File: src/rtl/cal_pkg.sv
package cal_pkg;
  localparam int NFIELDS = 8;
  localparam int FW      = 8;

  localparam int IDX_SEC  = 0;
  localparam int IDX_MIN  = 1;
  localparam int IDX_HOUR = 2;
  localparam int IDX_WDAY = 3;
  localparam int IDX_DATE = 4;
  localparam int IDX_MON  = 5;
  localparam int IDX_YEAR = 6;
  localparam int IDX_CENT = 7;

  // lowest legal value of each field (wrap target)
  function automatic logic [FW-1:0] field_low(input int idx);
    case (idx)
      IDX_WDAY, IDX_DATE, IDX_MON: return 8'h01;
      default:                     return 8'h00;
    endcase
  endfunction

  // fixed upper limit; the date limit is overridden by the month length
  function automatic logic [FW-1:0] field_max(input int idx);
    case (idx)
      IDX_SEC, IDX_MIN: return 8'h59;
      IDX_HOUR:         return 8'h23;
      IDX_WDAY:         return 8'h07;
      IDX_DATE:         return 8'h31;
      IDX_MON:          return 8'h12;
      IDX_YEAR:         return 8'h99;
      default:          return 8'h39;
    endcase
  endfunction

  function automatic logic [FW-1:0] bcd_inc(input logic [FW-1:0] v);
    if (v[3:0] >= 4'd9) return {v[7:4] + 4'd1, 4'd0};
    return {v[7:4], v[3:0] + 4'd1};
  endfunction
endpackage

File: src/rtl/cal_month_len.sv
module cal_month_len (
  input  logic [7:0] month,
  input  logic [7:0] year,
  output logic [7:0] last_date
);
  logic leap;

  // divisible by 4 in BCD: even tens -> units 0/4/8, odd tens -> units 2/6
  always_comb begin
    if (year[4]) leap = (year[3:0] == 4'd2) || (year[3:0] == 4'd6);
    else         leap = (year[3:0] == 4'd0) || (year[3:0] == 4'd4) || (year[3:0] == 4'd8);
  end

  always_comb begin
    case (month)
      8'h02:                      last_date = leap ? 8'h29 : 8'h28;
      8'h04, 8'h06, 8'h09, 8'h11: last_date = 8'h30;
      default:                    last_date = 8'h31;
    endcase
  end
endmodule

File: src/rtl/cal_field.sv
module cal_field #(
  parameter logic [7:0] LOW = 8'h00,
  parameter logic [7:0] RST = 8'h00
) (
  input  logic       clk,
  input  logic       rst_n,
  input  logic       load_en,
  input  logic [7:0] load_val,
  input  logic       inc,
  input  logic [7:0] limit,
  output logic [7:0] value,
  output logic       wrap
);
  // >= so an out-of-range loaded value still wraps on its next carry-in
  assign wrap = inc && (value >= limit);

  always_ff @(posedge clk or negedge rst_n) begin
    if (!rst_n)       value <= RST;
    else if (load_en) value <= load_val;
    else if (inc)     value <= wrap ? LOW : cal_pkg::bcd_inc(value);
  end

  assert_field_wrap_R10: assert property (@(posedge clk) disable iff (!rst_n)
    (wrap && !load_en) |=> (value == LOW));

  assert_field_hold_R9: assert property (@(posedge clk) disable iff (!rst_n)
    (!inc && !load_en) |=> $stable(value));
endmodule

File: src/rtl/bcd_calendar.sv
module bcd_calendar #(
  parameter logic [7:0] RESET_CENTURY = 8'h20
) (
  input  logic        clk,
  input  logic        rst_n,
  input  logic        tick,
  input  logic        halt,
  input  logic        load_en,
  input  logic [63:0] load_time,
  output logic [63:0] time_out
);
  import cal_pkg::*;

  logic [FW-1:0] val   [NFIELDS];
  logic [FW-1:0] lim   [NFIELDS];
  logic          inc   [NFIELDS];
  logic          wrap  [NFIELDS];
  logic [FW-1:0] mdays;
  logic          step;

  assign step = tick && !halt;

  cal_month_len u_mlen (
    .month     (val[IDX_MON]),
    .year      (val[IDX_YEAR]),
    .last_date (mdays)
  );

  // carry chain; day of week branches off the hour wrap beside the date
  always_comb begin
    inc[IDX_SEC]  = step;
    inc[IDX_MIN]  = wrap[IDX_SEC];
    inc[IDX_HOUR] = wrap[IDX_MIN];
    inc[IDX_WDAY] = wrap[IDX_HOUR];
    inc[IDX_DATE] = wrap[IDX_HOUR];
    inc[IDX_MON]  = wrap[IDX_DATE];
    inc[IDX_YEAR] = wrap[IDX_MON];
    inc[IDX_CENT] = wrap[IDX_YEAR];
  end

  for (genvar i = 0; i < NFIELDS; i++) begin : g_field
    localparam logic [FW-1:0] LOW_I = field_low(i);
    localparam logic [FW-1:0] RST_I = (i == IDX_CENT) ? RESET_CENTURY : field_low(i);

    if (i == IDX_DATE) begin : g_dyn
      assign lim[i] = mdays;
    end else begin : g_fix
      assign lim[i] = field_max(i);
    end

    cal_field #(.LOW(LOW_I), .RST(RST_I)) u_fld (
      .clk      (clk),
      .rst_n    (rst_n),
      .load_en  (load_en),
      .load_val (load_time[i*FW +: FW]),
      .inc      (inc[i]),
      .limit    (lim[i]),
      .value    (val[i]),
      .wrap     (wrap[i])
    );

    assign time_out[i*FW +: FW] = val[i];
  end

  assert_halt_freeze_R7: assert property (@(posedge clk) disable iff (!rst_n)
    (halt && !load_en) |=> $stable(time_out));

  assert_load_wins_R8: assert property (@(posedge clk) disable iff (!rst_n)
    load_en |=> (time_out == $past(load_time)));

  assert_sec_carry_R2: assert property (@(posedge clk) disable iff (!rst_n)
    (step && !load_en && time_out[7:0] == 8'h59) |=> (time_out[7:0] == 8'h00));
endmodule

File: config.mk
export PLATFORM = sky130hd
export DESIGN_NAME = bcd_calendar
export DESIGN_NICKNAME = d
export VERILOG_FILES = /design/src/rtl/cal_pkg.sv /design/src/rtl/cal_month_len.sv /design/src/rtl/cal_field.sv /design/src/rtl/bcd_calendar.sv
export SDC_FILE = /design/constraint.sdc
export NUM_CORES = 1
export LEC_CHECK = 0
export CAP_MARGIN = 20
export CORE_MARGIN = 3
export CORE_UTILIZATION = 60
export DETAILED_ROUTE_END_ITERATION = 7
export DONT_BUFFER_PORTS = 1
export MAX_ROUTING_LAYER = met4
export PLACE_DENSITY = 0.81
export SYNTH_ARGS = -nofsm -noshare
export SYNTH_HDL_FRONTEND = slang
export SYNTH_SLANG_ARGS = --single-unit
File: constraint.sdc
create_clock -name clk -period 4.2 [get_ports clk]
set_input_delay 0.42 -clock clk [delete_from_list [all_inputs] [get_ports clk]]
set_output_delay 0.42 -clock clk [all_outputs]
set_load 0.05 [all_outputs]
==> flow_metrics.env, run 1 <==
export IMPL_status="completed"
export IMPL_finClkSkew_ns=0.0164
export IMPL_htreeDepth=3
export IMPL_initial_utilization=0.636
export IMPL_grt_max_degree=90
export IMPL_antenna_found_initial=0
export IMPL_finalMaxSlewViolations=0
export IMPL_synth_seq_cells=64
export IMPL_fin_crit_sh=0.892
export IMPL_path_class="reg -> reg"
export IMPL_synth_xor_area_frac=0.00196
export IMPL_cts_tree="done"
export IMPL_synth_warnings=0
export IMPL_hold_buffers=2
export IMPL_synth_top_flop_cell="dfrtp_1"
export IMPL_cellPowerDensity_nw_per_um2=435
export IMPL_worst_endpoint_arrival_ns=4.02
export IMPL_tightest_slew_ns=1.00
export IMPL_routedWlPerCell_um=18.6
export IMPL_largestRegisters="g_field.u_fld.value: 64 flops"
export IMPL_area_growth_synth_to_final_pct=6.45
export IMPL_critPathCaptureType="register"
export IMPL_first_pass_iters=4
export IMPL_cp_required_ns=4.48
export IMPL_groute_usage_overall=0.278
export IMPL_synthArstFlopShare=1.00
export IMPL_synth_cell_types=66
export IMPL_syn_area_um2=4460
export IMPL_dieArea_um2=8510
export IMPL_place_congestion=0.853
export IMPL_viasPerCell=6.36
export IMPL_leakagePower_uw=0.00213
export IMPL_hpwl_mm=8.06
export IMPL_ir_worst_vdd_mv=0.301
export IMPL_hold_violations=0
export IMPL_netlist_instances=505
export IMPL_grt_pass1_wl_mm=18.7
export IMPL_setup_violations=0
export IMPL_synth_compound_area_share=0.242
export IMPL_top_level_ports=133
export IMPL_drc=0
export IMPL_largest_register="g_field.u_fld.value"
export IMPL_clk_pin_slew_ns=0.08
export IMPL_cts_root_buf="clkbuf_8"
export IMPL_grt_pass1_vias=3880
export IMPL_syn_num_nets=621
export IMPL_fmaxAchievable_mhz=267
export IMPL_antenna_cells=0
export IMPL_drv_cap=0
export IMPL_wl_mm=11.2
export IMPL_port_buffers=0
export IMPL_drive_gt1_frac=0.0784
export IMPL_drt_iter0_markers=212
export IMPL_postCtsSetupBuffers=0
export IMPL_clockBufferDepth=2
export IMPL_num_rows=30
export IMPL_yosysSeqAreaShare=0.360
export IMPL_synth_fa_ha_area_frac=0.132
export IMPL_period_needed_ns=3.75
export IMPL_die_y_um=92.3
export IMPL_start_kind="register"
export IMPL_most_common_layout_cells="dfrtp_1, nand2_1, ha_1"
export IMPL_cts_buffers=9
export IMPL_detailroute_via_count=3855
export IMPL_syn_area_per_cell_um2=8.84
export IMPL_fin_cells=606
export IMPL_largest_register_ffs=64
export IMPL_relSlewSlack=0.328
export IMPL_core_area_um2=7020
export IMPL_synth_mux_area_frac=0.0207
export IMPL_finish_utilization=0.677
export IMPL_die_w_um=92.3
export IMPL_synth_top_family_by_area="compound AO/OA/AOI/OAI gates"
export IMPL_clock_sinks=64
export IMPL_insertion_delay_ns=0.34
export IMPL_synth_edff_count=0
export IMPL_rsz0062_at_grt="no"
export IMPL_hp_class="in -> reg"
export IMPL_timing_setup_tns_ns=0
export IMPL_nNetsFinal=622
export IMPL_crit_fanout=9
export IMPL_ant_nets=0
export IMPL_overflow=0
export IMPL_place_inst=589
export IMPL_yosys_area_share_simple=0.186
export IMPL_final_common_cell="dfrtp_1"
export IMPL_cts_repair_resized=0
==> stage by stage <==
step / power (uW) / area (um2) / hold WS [ns] / worst slack, ns
floorplan: 1470 / 4460 / 0.124 / 0.833
global placement: 1560 / 4550 / 0.126 / 0.585
detailed placement: 1590 / 4550 / 0.126 / 0.498
CTS: 2070 / 4750 / 0.110 / 0.451
global route: 2190 / 4750 / 0.130 / 0.108
finish: 2070 / 4750 / 0.150 / 0.454
==> Yosys cell counts, types with 4 or more instances <==
cell        n  area share
dfrtp_1    60        0.34
nor3b_1     6       0.010
o31ai_1    10       0.017
o21a_1      4      0.0067
o21ai_0    37       0.041
nor4_1      5      0.0070
a22oi_1     7       0.012
nor2_1     28       0.024
clkbuf_1   13       0.011
a21oi_1    27       0.030
a22o_1      4      0.0078
o211ai_1    6       0.010
and2_1      5      0.0070
mux2i_1     7       0.016
inv_1      42       0.035
a31oi_1     8       0.011
nand3_1    21       0.024
a2bb2oi_1   4      0.0078
nand2_1    51       0.043
dfstp_2     4       0.024
nand4_1     5      0.0070
a221o_1     4      0.0090
nor3_1      9       0.010
and3_1      7      0.0098
nor2b_1     8       0.011
a21o_1      9       0.015
o22ai_1     5      0.0070
ha_1       47        0.13
o22a_1      5      0.0098
o41ai_1     4      0.0078
==> kinds of logic after synthesis <==
kind of cell,count (synthesis)
compound gates,158
xor+xnor,1
fa+ha+maj,47
buf+inv,63
flops,64
mux,9
simple gates,163
==> power breakdown <==
group          total [uW]  internal (uW)  switching (uW)  leakage [uW]
Sequential           1110            698             416      0.000752
Clock                 472            224             248     0.0000850
Combinational         481            193             288       0.00130
==> final timing paths <==
| path | to | from | depth (start not counted) | slack [ns] |
|---|---|---|---|---|
| setup reg to reg | g_field[5].u_fld.value[4]$_DFFE_PN0P_ | g_field[5].u_fld.value[0]$_DFFE_PN1P_ | 13 | 0.45 |
| hold / removal | g_field[5].u_fld.value[0]$_DFFE_PN1P_ | load_time[40] | 2 | 0.15 |
| max in group asynchronous | g_field[5].u_fld.value[0]$_DFFE_PN1P_ | rst_n | 2 | 3.25 |
| hold reg to reg | g_field[6].u_fld.value[1]$_DFFE_PN0P_ | g_field[6].u_fld.value[1]$_DFFE_PN0P_ | 2 | 0.65 |
| setup / recovery | g_field[5].u_fld.value[4]$_DFFE_PN0P_ | g_field[5].u_fld.value[0]$_DFFE_PN1P_ | 13 | 0.45 |
| min in group asynchronous | g_field[4].u_fld.value[6]$_DFFE_PN0P_ | rst_n | 2 | 0.59 |
==> critical path, stage by stage (launching register included) <==
cell and delay (ns):
dfstp_2 0.75, inv_1 0.16, ha_1 0.26, o211ai_1 0.16, a21oi_1 0.08, o21ai_0 0.22, nor2b_1 0.16, ha_1 0.25
a21o_1 0.19, a211o_1 0.31, o21ai_1 0.42, nor2_2 0.19, o41ai_1 0.37, o22a_1 0.16
==> layout make-up <==
type | count | area (um2)
clock buffers | 11 | 141
well taps | 96 | 120
fillers | 563 | 2270
repair buffers | 10 | 97.6
flip-flops and latches | 64 | 1610
clock inverters | 4 | 22.5
multi-input cells | 378 | 2600
inverters | 43 | 161
==> per-layer routing <==
metal,wire (um),share of wire,vias to the layer above,GRT usage
met1,4750,0.42,1866,0.341
li1,-,-,1838,-
met5,0,0,-,-
met3,779,0.069,12,0.0615
met2,5580,0.50,139,0.459
met4,142,0.013,0,0.0866
Note: power is estimated with default switching activity, not from simulation.
==> inputs of run 2 (changes only) <==
--- a/config.mk
+++ b/config.mk
@@ -5,13 +5,13 @@
 export SDC_FILE = /design/constraint.sdc
 export NUM_CORES = 1
 export LEC_CHECK = 0
+export BUFFER_PORTS_ARGS = -buffer_cell sky130_fd_sc_hd__buf_2
 export CAP_MARGIN = 20
 export CORE_MARGIN = 3
-export CORE_UTILIZATION = 60
+export CORE_UTILIZATION = 53
 export DETAILED_ROUTE_END_ITERATION = 7
-export DONT_BUFFER_PORTS = 1
 export MAX_ROUTING_LAYER = met4
-export PLACE_DENSITY = 0.81
+export PLACE_DENSITY = 0.87
 export SYNTH_ARGS = -nofsm -noshare
 export SYNTH_HDL_FRONTEND = slang
 export SYNTH_SLANG_ARGS = --single-unit
==> run 2 against run 1 <==
  * Design area grew 15%
  * Sequential cell count unchanged
  * Sequential share of layout area shrank 4.3 points
  * Via count is 14% higher
  * Die area rose by 12%
  * Largest power group is now combinational logic
==> flow_metrics.env, run 2 (same netlist as run 1, synthesis figures left out) <==
export IMPL_ir_worst_vdd_mv=0.274
export IMPL_ant_nets=0
export IMPL_cts_tree="done"
export IMPL_grt_pass1_vias=4231
export IMPL_relSlewSlack=0.422
export IMPL_drive_gt1_frac=0.265
export IMPL_power_uw=2390
export IMPL_fmaxAchievable_mhz=284
export IMPL_first_pass_iters=7
export IMPL_start_kind="register"
export IMPL_p_seq_frac=0.348
export IMPL_leakagePower_uw=0.00267
export IMPL_final_cell_area_um2=5440
export IMPL_overflow=0
export IMPL_hpwl_mm=9.00
export IMPL_fillers=667
export IMPL_htreeDepth=3
export IMPL_path_class="reg -> reg"
export IMPL_timing_setup_tns_ns=0
export IMPL_timing_rr_start="g_field[5].u_fld.value[0]$_DFFE_PN1P_"
export IMPL_cts_buffers=9
export IMPL_path_cells="inv_1 > ha_1 > o211ai_1 > a21oi_1 > o21ai_0 > nor2b_1 > ha_1 > a21o_1 > a211o_1 > o21ai_1 > nor2_2 > o41ai_1 > o22a_1"
export IMPL_hold_violations=0
export IMPL_final_common_cell="buf_2"
export IMPL_rsz0062_at_grt="no"
export IMPL_cts_root_buf="clkbuf_8"
export IMPL_finalMaxSlewViolations=0
export IMPL_core_area_um2=7970
export IMPL_period_needed_ns=3.52
export IMPL_pwr_share_clk=0.285
export IMPL_nNetsFinal=748
export IMPL_drv_cap=0
export IMPL_p_int_uw=1380
export IMPL_die_w_um=97.8
export IMPL_port_buffers=132
export IMPL_p_comb_frac=0.367
export IMPL_cpMostUsedCell="ha_1"
export IMPL_area_growth_synth_to_final_pct=21.9
export IMPL_cellPowerDensity_nw_per_um2=439
export IMPL_tightest_slew_ns=0.867
export IMPL_postCtsSetupBuffers=0
export IMPL_drt_iter0_markers=233
export IMPL_setup_violations=0
export IMPL_largestRegisters="g_field.u_fld.value: 64 flops"
export IMPL_initial_utilization=0.560
export IMPL_hold_ws_ns=0.136
export IMPL_p_sw_frac=0.423
export IMPL_dieArea_um2=9560
export IMPL_cp_slowest_stage_delay_ns=0.58
export IMPL_hp_class="in -> async"
export IMPL_largest_register="g_field.u_fld.value"
export IMPL_hold_buffers=0
export IMPL_cp_required_ns=4.48
export IMPL_critPathCaptureType="register"
export IMPL_insertion_delay_ns=0.34
export IMPL_die_y_um=97.8
export IMPL_status="completed"
export IMPL_fin_crit_sh=0.837
export IMPL_crit_fanout=9
export IMPL_most_common_layout_cells="buf_2, dfrtp_1, nand2_1"
export IMPL_grt_max_degree=39
export IMPL_clk_pin_slew_ns=0.08
export IMPL_place_congestion=0.902
export IMPL_antenna_found_initial=0
export IMPL_crit_slowest_cell="dfstp_2"
export IMPL_top_level_ports=133
export IMPL_wl_mm=12.0
export IMPL_num_rows=32
export IMPL_placed_area_um2=5190
export IMPL_clockBufferDepth=2
export IMPL_groute_usage_overall=0.260
export IMPL_detailroute_via_count=4380
export IMPL_cp_startpoint="g_field[5].u_fld.value[0]$_DFFE_PN1P_"
export IMPL_grt_pass1_wl_mm=20.1
export IMPL_viasPerCell=5.93
export IMPL_largest_register_ffs=64
export IMPL_worst_endpoint_arrival_ns=3.80
export IMPL_cts_repair_resized=0
export IMPL_clock_sinks=64
export IMPL_p_sw_uw=1010
export IMPL_drc=0
export IMPL_antenna_cells=0
export IMPL_finClkSkew_ns=0.00861
export IMPL_reg2reg_slack_ns=0.68
export IMPL_routedWlPerCell_um=16.2
==> run 2: cell count changes in the layout (fill, tap and decap cells not counted), moves of 3 or more <==
cell / change
bufinv_16: +3
clkinv_2: -3
buf_4: -4
clkinv_4: +3
buf_2: +132
==> run 2: power groups by stage <==
stage | Combinational, uW | Sequential (uW) | Clock [uW]
6_report | 876 | 831 | 680
5_1_grt | 952 | 848 | 719
4_1_cts | 878 | 827 | 690
3_5_place_dp | 875 | 837 | 0
3_3_place_gp | 851 | 830 | 0
2_1_floorplan | 355 | 1110 | 0
==> run 2: through the flow <==
stage / utilization / std cells / setup WS, ns
6_report: 0.683 / 739 / 0.684
5_1_grt: 0.683 / 739 / 0.379
4_1_cts: 0.683 / 739 / 0.682
3_5_place_dp: 0.651 / 723 / 0.718
3_3_place_gp: 0.651 / 723 / 0.873
2_1_floorplan: - / 505 / 0.833
==> run 2: critical path: cells and delay by family, from the launching register on <==
kind            cells  cell delay (ns)
fa+ha+maj           2             0.50
buf+inv             1             0.10
compound gates      8             1.92
flops               1             0.58
simple gates        2             0.36
==> run 2: final cells by class <==
type	count	area, um2	share of cell area
multi-input combinational	378	2600	0.478
clock inverter	6	116	0.0214
inverter	43	161	0.0297
sequential	64	1610	0.295
tap	102	128	0.0234
timing repair buffer	136	691	0.127
clock buffer	10	138	0.0253
==> run 2: worst paths after layout <==
path,to,cells past startpoint
min in group clk,g_field[5].u_fld.value[0]$_DFFE_PN1P_,3
max reg2reg,g_field[5].u_fld.value[4]$_DFFE_PN0P_,13
min,g_field[5].u_fld.value[5]$_DFFE_PN0P_,1
max,g_field[5].u_fld.value[4]$_DFFE_PN0P_,13
min reg2reg,g_field[5].u_fld.value[6]$_DFFE_PN0P_,1
max in group asynchronous,g_field[7].u_fld.value[5]$_DFFE_PN1P_,2
==> run 2: metal layers <==
metal  up-vias  global-route usage  share of wire
met5         -                   -              0
met1      2092               0.343           0.43
met4         0              0.0873          0.015
met2       177               0.402           0.48
met3        20              0.0514          0.072
li1       2091                   -              -
==> inputs of run 3 (changes only) <==
--- a/config.mk
+++ b/config.mk
@@ -5,6 +5,7 @@
 export SDC_FILE = /design/constraint.sdc
 export NUM_CORES = 1
 export LEC_CHECK = 0
+export ABC_AREA = 1
 export BUFFER_PORTS_ARGS = -buffer_cell sky130_fd_sc_hd__buf_2
 export CAP_MARGIN = 20
 export CORE_MARGIN = 3
==> constraint.sdc (replaced) <==
create_clock -name clk -period 3.4 [get_ports clk]
set_input_delay 0.34 -clock clk [delete_from_list [all_inputs] [get_ports clk]]
set_output_delay 0.34 -clock clk [all_outputs]
set_load 0.05 [all_outputs]
==> run 3 against run 2 <==
  * Non-clock buffer count decreased by 1
  * Combinational power increased by 83%
  * Via count increased by 1.9%
  * Critical path depth increased by 8
  * Cell count increased by 15%
  * Hold slack got worse by 0.067 ns
  * First-iteration DRC count increased by 0.86%
  * Clock power increased by 2%
  * Die area increased by 0.32%
==> flow_metrics.env, run 3 <==
export IMPL_power_uw=3430
export IMPL_critPathCaptureType="register"
export IMPL_leakagePower_uw=0.00307
export IMPL_netlist_instances=610
export IMPL_die_w_um=97.9
export IMPL_top_level_ports=133
export IMPL_yosysMostFrequentCell="nand2_1"
export IMPL_crit_slowest_cell="dfstp_2"
export IMPL_drc=0
export IMPL_insertion_delay_ns=0.34
export IMPL_cpMostUsedCell="nand2_1"
export IMPL_synthTopCellsByArea="dfrtp_1, nand2_1, ha_1, inv_1, nand3_1"
export IMPL_multi_input_area_um2=2540
export IMPL_dieArea_um2=9590
export IMPL_largest_register="g_field.u_fld.value"
export IMPL_synth_warnings=0
export IMPL_clk_pin_slew_ns=0.08
export IMPL_drt_iter0_markers=235
export IMPL_setup_violations=0
export IMPL_grt_pass1_vias=4409
export IMPL_yosysTopAreaCell="dfrtp_1"
export IMPL_cts_root_buf="clkbuf_8"
export IMPL_place_congestion=0.873
export IMPL_crit_fanout=11
export IMPL_synth_fa_ha_area_frac=0.131
export IMPL_grt_max_degree=50
export IMPL_nNetsFinal=862
export IMPL_synth_edff_count=0
export IMPL_fin_cells=852
export IMPL_yosys_area_share_simple=0.296
export IMPL_clockBufferDepth=2
export IMPL_ir_worst_vdd_mv=0.485
export IMPL_hold_violations=0
export IMPL_worst_endpoint_arrival_ns=3.40
export IMPL_first_pass_iters=5
export IMPL_reg2reg_slack_ns=0.29
export IMPL_largestRegisters="g_field.u_fld.value: 64 flops"
export IMPL_synth_compound_area_share=0.0955
export IMPL_synth_top_family_by_area="simple AND/OR/NAND/NOR gates"
export IMPL_largest_register_ffs=64
export IMPL_path_cells="inv_1 > ha_1 > nor2_1 > o22ai_1 > a32oi_2 > nor2_1 > a31oi_1 > ha_1 > inv_1 > nor2_1 > o21ai_1 > nand2_1 > nand2_1 > nor2_2 > nor2_4 > nand2_1 > nand2_4 > o21ai_4 > buf_4 > nand2_1 > nand2_1"
export IMPL_start_kind="register"
export IMPL_syn_area_um2=4480
export IMPL_ant_nets=0
export IMPL_viasPerCell=5.24
export IMPL_overflow=0
export IMPL_yosysSeqAreaShare=0.359
export IMPL_cts_tree="done"
export IMPL_synth_cell_types=37
export IMPL_drv_cap=0
export IMPL_timing_setup_tns_ns=0
export IMPL_status="completed"
export IMPL_synth_mux_area_frac=0
export IMPL_cts_buffers=9
export IMPL_finalMaxSlewViolations=0
export IMPL_fin_crit_sh=0.914
export IMPL_synth_common_cells="nand2_1, inv_1, dfrtp_1, ha_1, nand3_1"
export IMPL_relSlewSlack=0.493
export IMPL_htreeDepth=3
export IMPL_hpwl_mm=8.99
export IMPL_core_area_um2=7970
export IMPL_cp_slowest_stage_delay_ns=0.59
export IMPL_yosys_area_top_type_share=0.335
export IMPL_synth_seq_cells=64
export IMPL_hold_buffers=0
export IMPL_antenna_found_initial=0
export IMPL_wl_mm=11.9
export IMPL_final_common_cell="nand2_1"
export IMPL_fillers=676
export IMPL_hp_class="in -> async"
export IMPL_fmaxAchievable_mhz=322
export IMPL_grt_pass1_wl_mm=20.2
export IMPL_synth_top_flop_cell="dfrtp_1"
export IMPL_detailroute_via_count=4465
export IMPL_groute_usage_overall=0.260
export IMPL_die_y_um=97.9
export IMPL_synth_xor_area_frac=0.0391
export IMPL_period_needed_ns=3.11
export IMPL_area_growth_synth_to_final_pct=22.3
export IMPL_path_class="reg -> reg"
export IMPL_clock_sinks=64
export IMPL_antenna_cells=0
export IMPL_rsz0062_at_grt="no"
export IMPL_cp_required_ns=3.69
export IMPL_port_buffers=132
export IMPL_num_rows=32
export IMPL_place_inst=836
export IMPL_syn_num_nets=726
export IMPL_regArea_um2=1610
export IMPL_drive_gt1_frac=0.243
export IMPL_cellPowerDensity_nw_per_um2=626
export IMPL_routedWlPerCell_um=14.0
export IMPL_initial_utilization=0.562
export IMPL_synthArstFlopShare=1.00
export IMPL_tightest_slew_ns=0.760
export IMPL_syn_area_per_cell_um2=7.34
export IMPL_most_common_layout_cells="nand2_1, buf_2, inv_1"
export IMPL_finClkSkew_ns=0.0118
[run 3: worst max-delay path, delay by kind of cell, from the launching register on]
family / cells / cell delay, ns
AO/OA/AOI/OAI: 5 / 0.75
adder cells (fa/ha/maj): 2 / 0.40
flip-flops: 1 / 0.59
AND/OR/NAND/NOR: 11 / 1.03
buffers and inverters: 3 / 0.28
[run 3: routing by layer]
layer  vias up  routed length [um]  GRT usage  part of all wire
met5         -                   0          -                 0
met4         0                 235     0.0660             0.020
met3        23                 723     0.0521             0.061
met2       167                5870      0.443              0.49
met1      2071                5080      0.317              0.43
li1       2204                   -          -                 -
[run 3: area by class of cell]
| cell class | count | share of cell area |
|---|---|---|
| multi-input combinational | 455 | 0.464 |
| clock buffer | 12 | 0.0302 |
| sequential | 64 | 0.293 |
| tap | 102 | 0.0233 |
| clock inverter | 3 | 0.00731 |
| timing repair buffer | 135 | 0.125 |
| inverter | 81 | 0.0569 |
[run 3: worst paths after layout]
kind                                                        from                                     to  depth (start not counted)
setup / recovery           g_field[5].u_fld.value[0]$_DFFE_PN1P_  g_field[5].u_fld.value[4]$_DFFE_PN0P_                         21
hold / removal                                             rst_n  g_field[1].u_fld.value[2]$_DFFE_PN0P_                          1
setup reg to reg           g_field[5].u_fld.value[0]$_DFFE_PN1P_  g_field[5].u_fld.value[4]$_DFFE_PN0P_                         21
hold reg to reg            g_field[7].u_fld.value[5]$_DFFE_PN1P_  g_field[7].u_fld.value[5]$_DFFE_PN1P_                          2
max in group asynchronous                                  rst_n  g_field[3].u_fld.value[0]$_DFFE_PN1P_                          2
min in group clk                                   load_time[47]  g_field[5].u_fld.value[7]$_DFFE_PN0P_                          3
[run 3: logic make-up after synthesis]
group                      count (synthesis)
adders and majority gates                 47
and+or+nand+nor                          314
DFF                                       64
xor gates and xnor gates                  20
buffers and inverters                     91
AOI/OAI and AO/OA                         74
[run 3: where the power goes]
group / switching [uW] / total (uW) / internal (uW)
logic: 1170 / 1600 / 437
clock network: 301 / 693 / 393
registers: 207 / 1130 / 928
total: 1670 / 3430 / 1760
[run 3: per-stage QoR]
step | hold slack (ns) | cell area [um2] | setup WS, ns | util
6_report | 0.0690 | 5480 | 0.292 | 0.688
5_1_grt | 0.113 | 5480 | 0.0327 | 0.688
4_1_cts | 0.0861 | 5440 | 0.0815 | 0.683
3_5_place_dp | 0.448 | 5240 | 0.182 | 0.657
3_3_place_gp | 0.438 | 5240 | 0.391 | 0.657
2_1_floorplan | 0.0444 | 4480 | 0.495 | -
[run 3: timing repair]
item	CTS	global route
endpoints found under the setup margin	0	19
buffers inserted	0	1
hold endpoints to repair	0	0
gates resized for setup	0	5
